## config.mk

```make
export PLATFORM = sky130hd
export DESIGN_NAME = nibble_word_reader
export DESIGN_NICKNAME = d
export VERILOG_FILES = /design/src/rtl/nwr_pkg.sv /design/src/rtl/nwr_seq.sv /design/src/rtl/nwr_assemble.sv /design/src/rtl/nibble_word_reader.sv
export SDC_FILE = /design/constraint.sdc
export NUM_CORES = 1
export LEC_CHECK = 0
export BUFFER_PORTS_ARGS = -buffer_cell sky130_fd_sc_hd__buf_2
export CAP_MARGIN = 20
export CELL_PAD_IN_SITES_DETAIL_PLACEMENT = 1
export CELL_PAD_IN_SITES_GLOBAL_PLACEMENT = 2
export CORE_ASPECT_RATIO = 0.5
export CORE_MARGIN = 8
export CORE_UTILIZATION = 35
export DETAILED_ROUTE_END_ITERATION = 7
export PLACE_DENSITY = 0.92
export SYNTH_ARGS = -nofsm -noshare
export SYNTH_HDL_FRONTEND = slang
export SYNTH_SLANG_ARGS = --single-unit
```

## constraint.sdc

```tcl
create_clock -name clk -period 2.8 [get_ports clk]
set_clock_uncertainty 0.2 [all_clocks]
set_input_delay 0.14 -clock clk [delete_from_list [all_inputs] [get_ports clk]]
set_output_delay 0.14 -clock clk [all_outputs]
set_load 0.005 [all_outputs]
```

## src/rtl/nwr_pkg.sv

```systemverilog
// Shared types and helpers for the nibble-bus word reader.
package nwr_pkg;

    typedef enum logic {
        NWR_IDLE = 1'b0,
        NWR_RUN  = 1'b1
    } nwr_state_e;

    // Select pattern {byte_sel, nib_sel} for a given step index.
    function automatic logic [1:0] step_sel(input logic [1:0] step);
        return {~step[1], step[0]};
    endfunction

endpackage

```

## src/rtl/nwr_seq.sv

```systemverilog
// Readout sequencer: walks four select steps, waits SETTLE_CYC cycles
// after each select change, then issues a sample strobe.
// Assumes start is only meaningful when idle; it is ignored otherwise.
module nwr_seq
    import nwr_pkg::*;
#(
    parameter int SETTLE_CYC = 3,
    parameter int STEPS      = 4
) (
    input  logic clk,
    input  logic rst_n,
    input  logic start_i,
    output logic byte_sel_o,
    output logic nib_sel_o,
    output logic sample_o,
    output logic last_o,
    output logic done_o
);
    localparam int CNT_W  = $clog2(SETTLE_CYC + 2);
    localparam int STEP_W = $clog2(STEPS);
    localparam logic [STEP_W-1:0] LAST_STEP = STEP_W'(STEPS - 1);
    localparam logic [CNT_W-1:0]  SETTLE    = CNT_W'(SETTLE_CYC);

    nwr_state_e        state_q;
    logic [STEP_W-1:0] step_q;
    logic [CNT_W-1:0]  cnt_q;

    // Strobes derived from the current state.
    always_comb begin
        sample_o = (state_q == NWR_RUN) && (cnt_q == '0);
        last_o   = sample_o && (step_q == LAST_STEP);
        done_o   = (state_q == NWR_IDLE);
    end

    // State, step index, settle counter and registered select lines.
    always_ff @(posedge clk) begin
        if (!rst_n) begin
            state_q                 <= NWR_IDLE;
            step_q                  <= '0;
            cnt_q                   <= '0;
            {byte_sel_o, nib_sel_o} <= step_sel(2'd3);
        end else begin
            case (state_q)
                NWR_IDLE: begin
                    if (start_i) begin
                        state_q                 <= NWR_RUN;
                        step_q                  <= '0;
                        cnt_q                   <= SETTLE;
                        {byte_sel_o, nib_sel_o} <= step_sel(2'd0);
                    end
                end
                default: begin
                    if (cnt_q != '0) begin
                        cnt_q <= cnt_q - 1'b1;
                    end else if (step_q == LAST_STEP) begin
                        state_q <= NWR_IDLE;
                    end else begin
                        step_q                  <= step_q + 1'b1;
                        cnt_q                   <= SETTLE;
                        {byte_sel_o, nib_sel_o} <= step_sel(2'(step_q + 1'b1));
                    end
                end
            endcase
        end
    end

endmodule

```

## src/rtl/nwr_assemble.sv

```systemverilog
// Word assembler: shifts sampled nibbles in MSB first, then clips the
// finished word to the unipolar range and pulses valid.
// Assumes last_i is only high together with sample_i.
module nwr_assemble #(
    parameter int NIB_W  = 4,
    parameter int WORD_W = 16
) (
    input  logic              clk,
    input  logic              rst_n,
    input  logic              sample_i,
    input  logic              last_i,
    input  logic [NIB_W-1:0]  nib_i,
    output logic [WORD_W-1:0] result_o,
    output logic              valid_o
);
    localparam int KEEP_W = WORD_W - NIB_W;

    logic [WORD_W-1:0] shift_q;
    logic [WORD_W-1:0] next_word;

    // Word as it stands once the current nibble is shifted in.
    always_comb next_word = {shift_q[KEEP_W-1:0], nib_i};

    // Shift register, clipped result register and valid strobe.
    always_ff @(posedge clk) begin
        if (!rst_n) begin
            shift_q  <= '0;
            result_o <= '0;
            valid_o  <= 1'b0;
        end else begin
            valid_o <= 1'b0;
            if (sample_i) begin
                shift_q <= next_word;
            end
            if (last_i) begin
                valid_o  <= 1'b1;
                result_o <= next_word[WORD_W-1] ? '0
                                                : {1'b0, next_word[WORD_W-2:0]};
            end
        end
    end

endmodule

```

## src/rtl/nibble_word_reader.sv

```systemverilog
// Top: reads a 16-bit converter word over a 4-bit bus through two
// select lines, and reports the unipolar-clipped result.
// Assumes the bus is valid SETTLE_CYC cycles after a select change.
module nibble_word_reader #(
    parameter int SETTLE_CYC = 3
) (
    input  logic        clk,
    input  logic        rst_n,
    input  logic        start_i,
    output logic        done_o,
    input  logic [3:0]  nib_i,
    output logic        byte_sel_o,
    output logic        nib_sel_o,
    output logic [15:0] result_o,
    output logic        valid_o
);
    localparam int NIB_W  = 4;
    localparam int WORD_W = 16;
    localparam int STEPS  = WORD_W / NIB_W;

    logic sample;
    logic last;

    nwr_seq #(
        .SETTLE_CYC (SETTLE_CYC),
        .STEPS      (STEPS)
    ) u_seq (
        .clk        (clk),
        .rst_n      (rst_n),
        .start_i    (start_i),
        .byte_sel_o (byte_sel_o),
        .nib_sel_o  (nib_sel_o),
        .sample_o   (sample),
        .last_o     (last),
        .done_o     (done_o)
    );

    nwr_assemble #(
        .NIB_W  (NIB_W),
        .WORD_W (WORD_W)
    ) u_asm (
        .clk      (clk),
        .rst_n    (rst_n),
        .sample_i (sample),
        .last_i   (last),
        .nib_i    (nib_i),
        .result_o (result_o),
        .valid_o  (valid_o)
    );

endmodule

```

==> results.md <==
- Placed cell count: 203
- Gpl congestion: 0.7003
- Fin util: 0.4300
- Die Span Y: 60.08 µm
- Setup-failing EPs final: 0
- Status: finished, final reports clean
- # fillers: 443
- Hold Path Sink: u_seq.cnt_q[2]$_SDFFE_PN0P_
- Reg2reg start: u_seq.cnt_q[0]$_SDFFE_PN0P_
- Final hold vios: 0
- Final Critical Period: 2143 ps
- DR DRC count: 0
- CP arrival: 2110 ps
- CTS Buf Count: 5
- WL/cell: 13.81 µm
- Initial DRC count: 17
- Post-synth EDFFs: 0
- Hold Startpoint: start_i
- Hold Path Depth: 4
- Area of the die: 6258 µm²
- Initial antenna violation count: 0
- Register-to-Register Setup Slack: 660 ps
- Required time of the critical path: 2770 ps
- R2R Path End: u_asm.result_o[12]$_SDFFE_PN0P_
- RSZ-0062 raised after global routing: no
- Largest family of logic cells by synthesized area: compound AO/OA/AOI/OAI gates
- CTS tree: done
- Adder-cell share of the synthesized area: 0.02760
- Simple-gate share of the synthesized area: 0.1463
- Max-Cap Viols: 0
- Initial DRT Pass Iterations: 4
- Initial Utilization: 0.3557
- Design Power: 1.058 mW
- Root buf cell: clkbuf_8
- Cts repair resizes: 0
- Num rows: 16
- # H-tree levels: 2
- Port Buffer Count: 25
- Post-synth top flop: dfxtp_1
- Worst r2r path cells: 5
- Yosys reg bits: 36
- Syn nets: 143
- Multiplexer area fraction after synthesis: 0.007360
- Seq/Total Area, Yosys: 0.5299
- Largest area contributor in the netlist: dfxtp_1
- Area share of the largest cell type after synthesis: 0.5299
- WS Path Type: register to register
- Most common cell after layout, fill and taps aside: dfxtp_1
- Global route total overflow: 0
- Worst Max-Slew Pin Slew: 627.0 ps
- Die X: 104.2 µm
- Worst-path maximum fanout: 16
- CTS Buffer Depth: 2
- Synth Instances: 133
- Leak pwr: 0.7100 nW
- Final net count: 171
- Xor-xnor portion of the synthesized cell area: 0
- Via-to-Cell Ratio: 4.764
- Max-slew violation count: 0
- Via count: 1029
- CORE AREA: 3824 µm²
- Detail Route Antenna Nets: 0
- First-pass GRT wire length: 5161 µm
- FFs w/ async S/R, synth: 0
- Hold crit path type: primary input to register
- Finished Layout Cells: 216
- Antenna cells: 0
- Share of layout cells above drive strength 1: 0.2778
- TNS Setup: 0 ps
- Vias in the first global route: 1103
- Synth Area in Compound Gates: 0.2236
- Peak supply drop: 0.2070 mV
- Yosys warnings: 0
- IO Pins: 27
- Top cells by area, synth: dfxtp_1 (53%), nand2_1 (7.7%), a22o_2 (7.4%)
- Fmax: 466.6 MHz
- Pin count of the biggest net entering global routing: 18
- Total global routing track utilization: 0.1046
- WL final: 2983 µm
- PD cells: 643.3 nW/µm²
- Crit end category: register
- # clock sinks: 36
- Most frequent cells in the layout: dfxtp_1 (36), nand2_1 (28), buf_2 (25)
- Clock-pin slew on the worst setup and hold paths: 70 ps
- P&R area growth vs syn: 20.88%
- Final worst path period share: 0.7654
- Syn_area_per_cell: 10.23 µm²
- Max_slew headroom: 0.5820
- Cell variety after synth: 31
- Clk_lat worst skew: 280 ps
- CP Launch Type: register
- Post-DP HPWL: 2112 µm
- Synth Cell Area: 1360 µm²
==> how the worst max path moves through the flow <==
stage	startpoint	endpoint	slack, ps	cells after the start
2_1_floorplan	u_seq.cnt_q[0]$_SDFFE_PN0P_	u_asm.result_o[0]$_SDFFE_PN0P_	1130	7
3_3_place_gp	u_seq.cnt_q[0]$_SDFFE_PN0P_	u_asm.result_o[13]$_SDFFE_PN0P_	760	5
3_5_place_dp	u_seq.cnt_q[0]$_SDFFE_PN0P_	u_asm.result_o[9]$_SDFFE_PN0P_	670	5
4_1_cts	u_seq.cnt_q[0]$_SDFFE_PN0P_	u_asm.result_o[12]$_SDFFE_PN0P_	650	5
5_1_grt	u_seq.cnt_q[0]$_SDFFE_PN0P_	u_asm.result_o[3]$_SDFFE_PN0P_	510	5
6_report	u_seq.cnt_q[0]$_SDFFE_PN0P_	u_asm.result_o[12]$_SDFFE_PN0P_	660	5
==> synthesized netlist by cell type, drive strengths merged (2+ instances only) <==
library cell and number:
nand3b 2, clkbuf 2, nand2 28, buf 7, inv 5, dfxtp 36, ha 3, o211a 2
a21oi 15, nor2 3, a22o 15
==> routing by layer <==
layer | share of wire | GRT usage | up-vias
met5 | 0 | 0 | -
met2 | 0.47 | 0.1803 | 16
met3 | 0.049 | 0.04409 | 5
li1 | - | - | 517
met4 | 0.014 | 0.04277 | 0
met1 | 0.46 | 0.1139 | 491
==> worst max-delay path, cell delays in order, from the launching register on <==
cell and delay [ps]:
dfxtp_1 310, inv_1 100, ha_1 270, and3b_1 600
a21oi_4 240, a22o_2 310
==> kinds of logic (layout without fill, tap and decap cells) <==
group,count (synthesis),in the layout
AOI/OAI and AO/OA,39,39
and+or+nand+nor,39,39
DFF,36,36
buffers and inverters,14,43
adders and majority gates,3,3
other,1,1
muxes,1,1
==> registers in the layout, indices dropped and copies added (netlist names) <==
| signal | flops |
|---|---|
| u_seq.byte_sel_o | 1 |
| u_seq.step_q | 2 |
| u_asm.valid_o | 1 |
| u_asm.result_o | 15 |
| u_seq.nib_sel_o | 1 |
| u_asm.shift_q | 12 |
| u_seq.state_q | 1 |
| u_seq.cnt_q | 3 |
==> power breakdown <==
group / switching (mW) / internal, mW / leakage [nW]
sequential: 0.00984 / 0.525 / 0.292
combinational: 0.0457 / 0.0314 / 0.363
clock: 0.182 / 0.264 / 0.0552
total: 0.237 / 0.820 / 0.710
==> metrics by stage <==
step / hold WS [ps] / setup slack (ps) / instance area, µm²
floorplan: 70.87 / 1129 / 1360
global placement: 179.9 / 764.2 / 1486
detailed placement: 186.9 / 669.2 / 1486
CTS: 88.43 / 646.4 / 1644
global route: 108.4 / 512.2 / 1644
finish: 88.29 / 656.8 / 1644
==> cell type report <==
cell class / count / area, µm² / share of cell area
well taps: 54 / 67.56 / 0.04110
flip-flops and latches: 36 / 720.7 / 0.4384
multi-input cells: 83 / 554.3 / 0.3371
repair buffers: 30 / 175.2 / 0.1065
clock buffers: 6 / 72.57 / 0.04414
clock inverters: 2 / 35.03 / 0.02131
inverters: 5 / 18.77 / 0.01142
==> timing repair <==
item,4_1_cts,5_1_grt
hold buffers,5,0
hold endpoints to repair,11,0
setup buffers,0,0
Power figures use the tool's default switching activity.
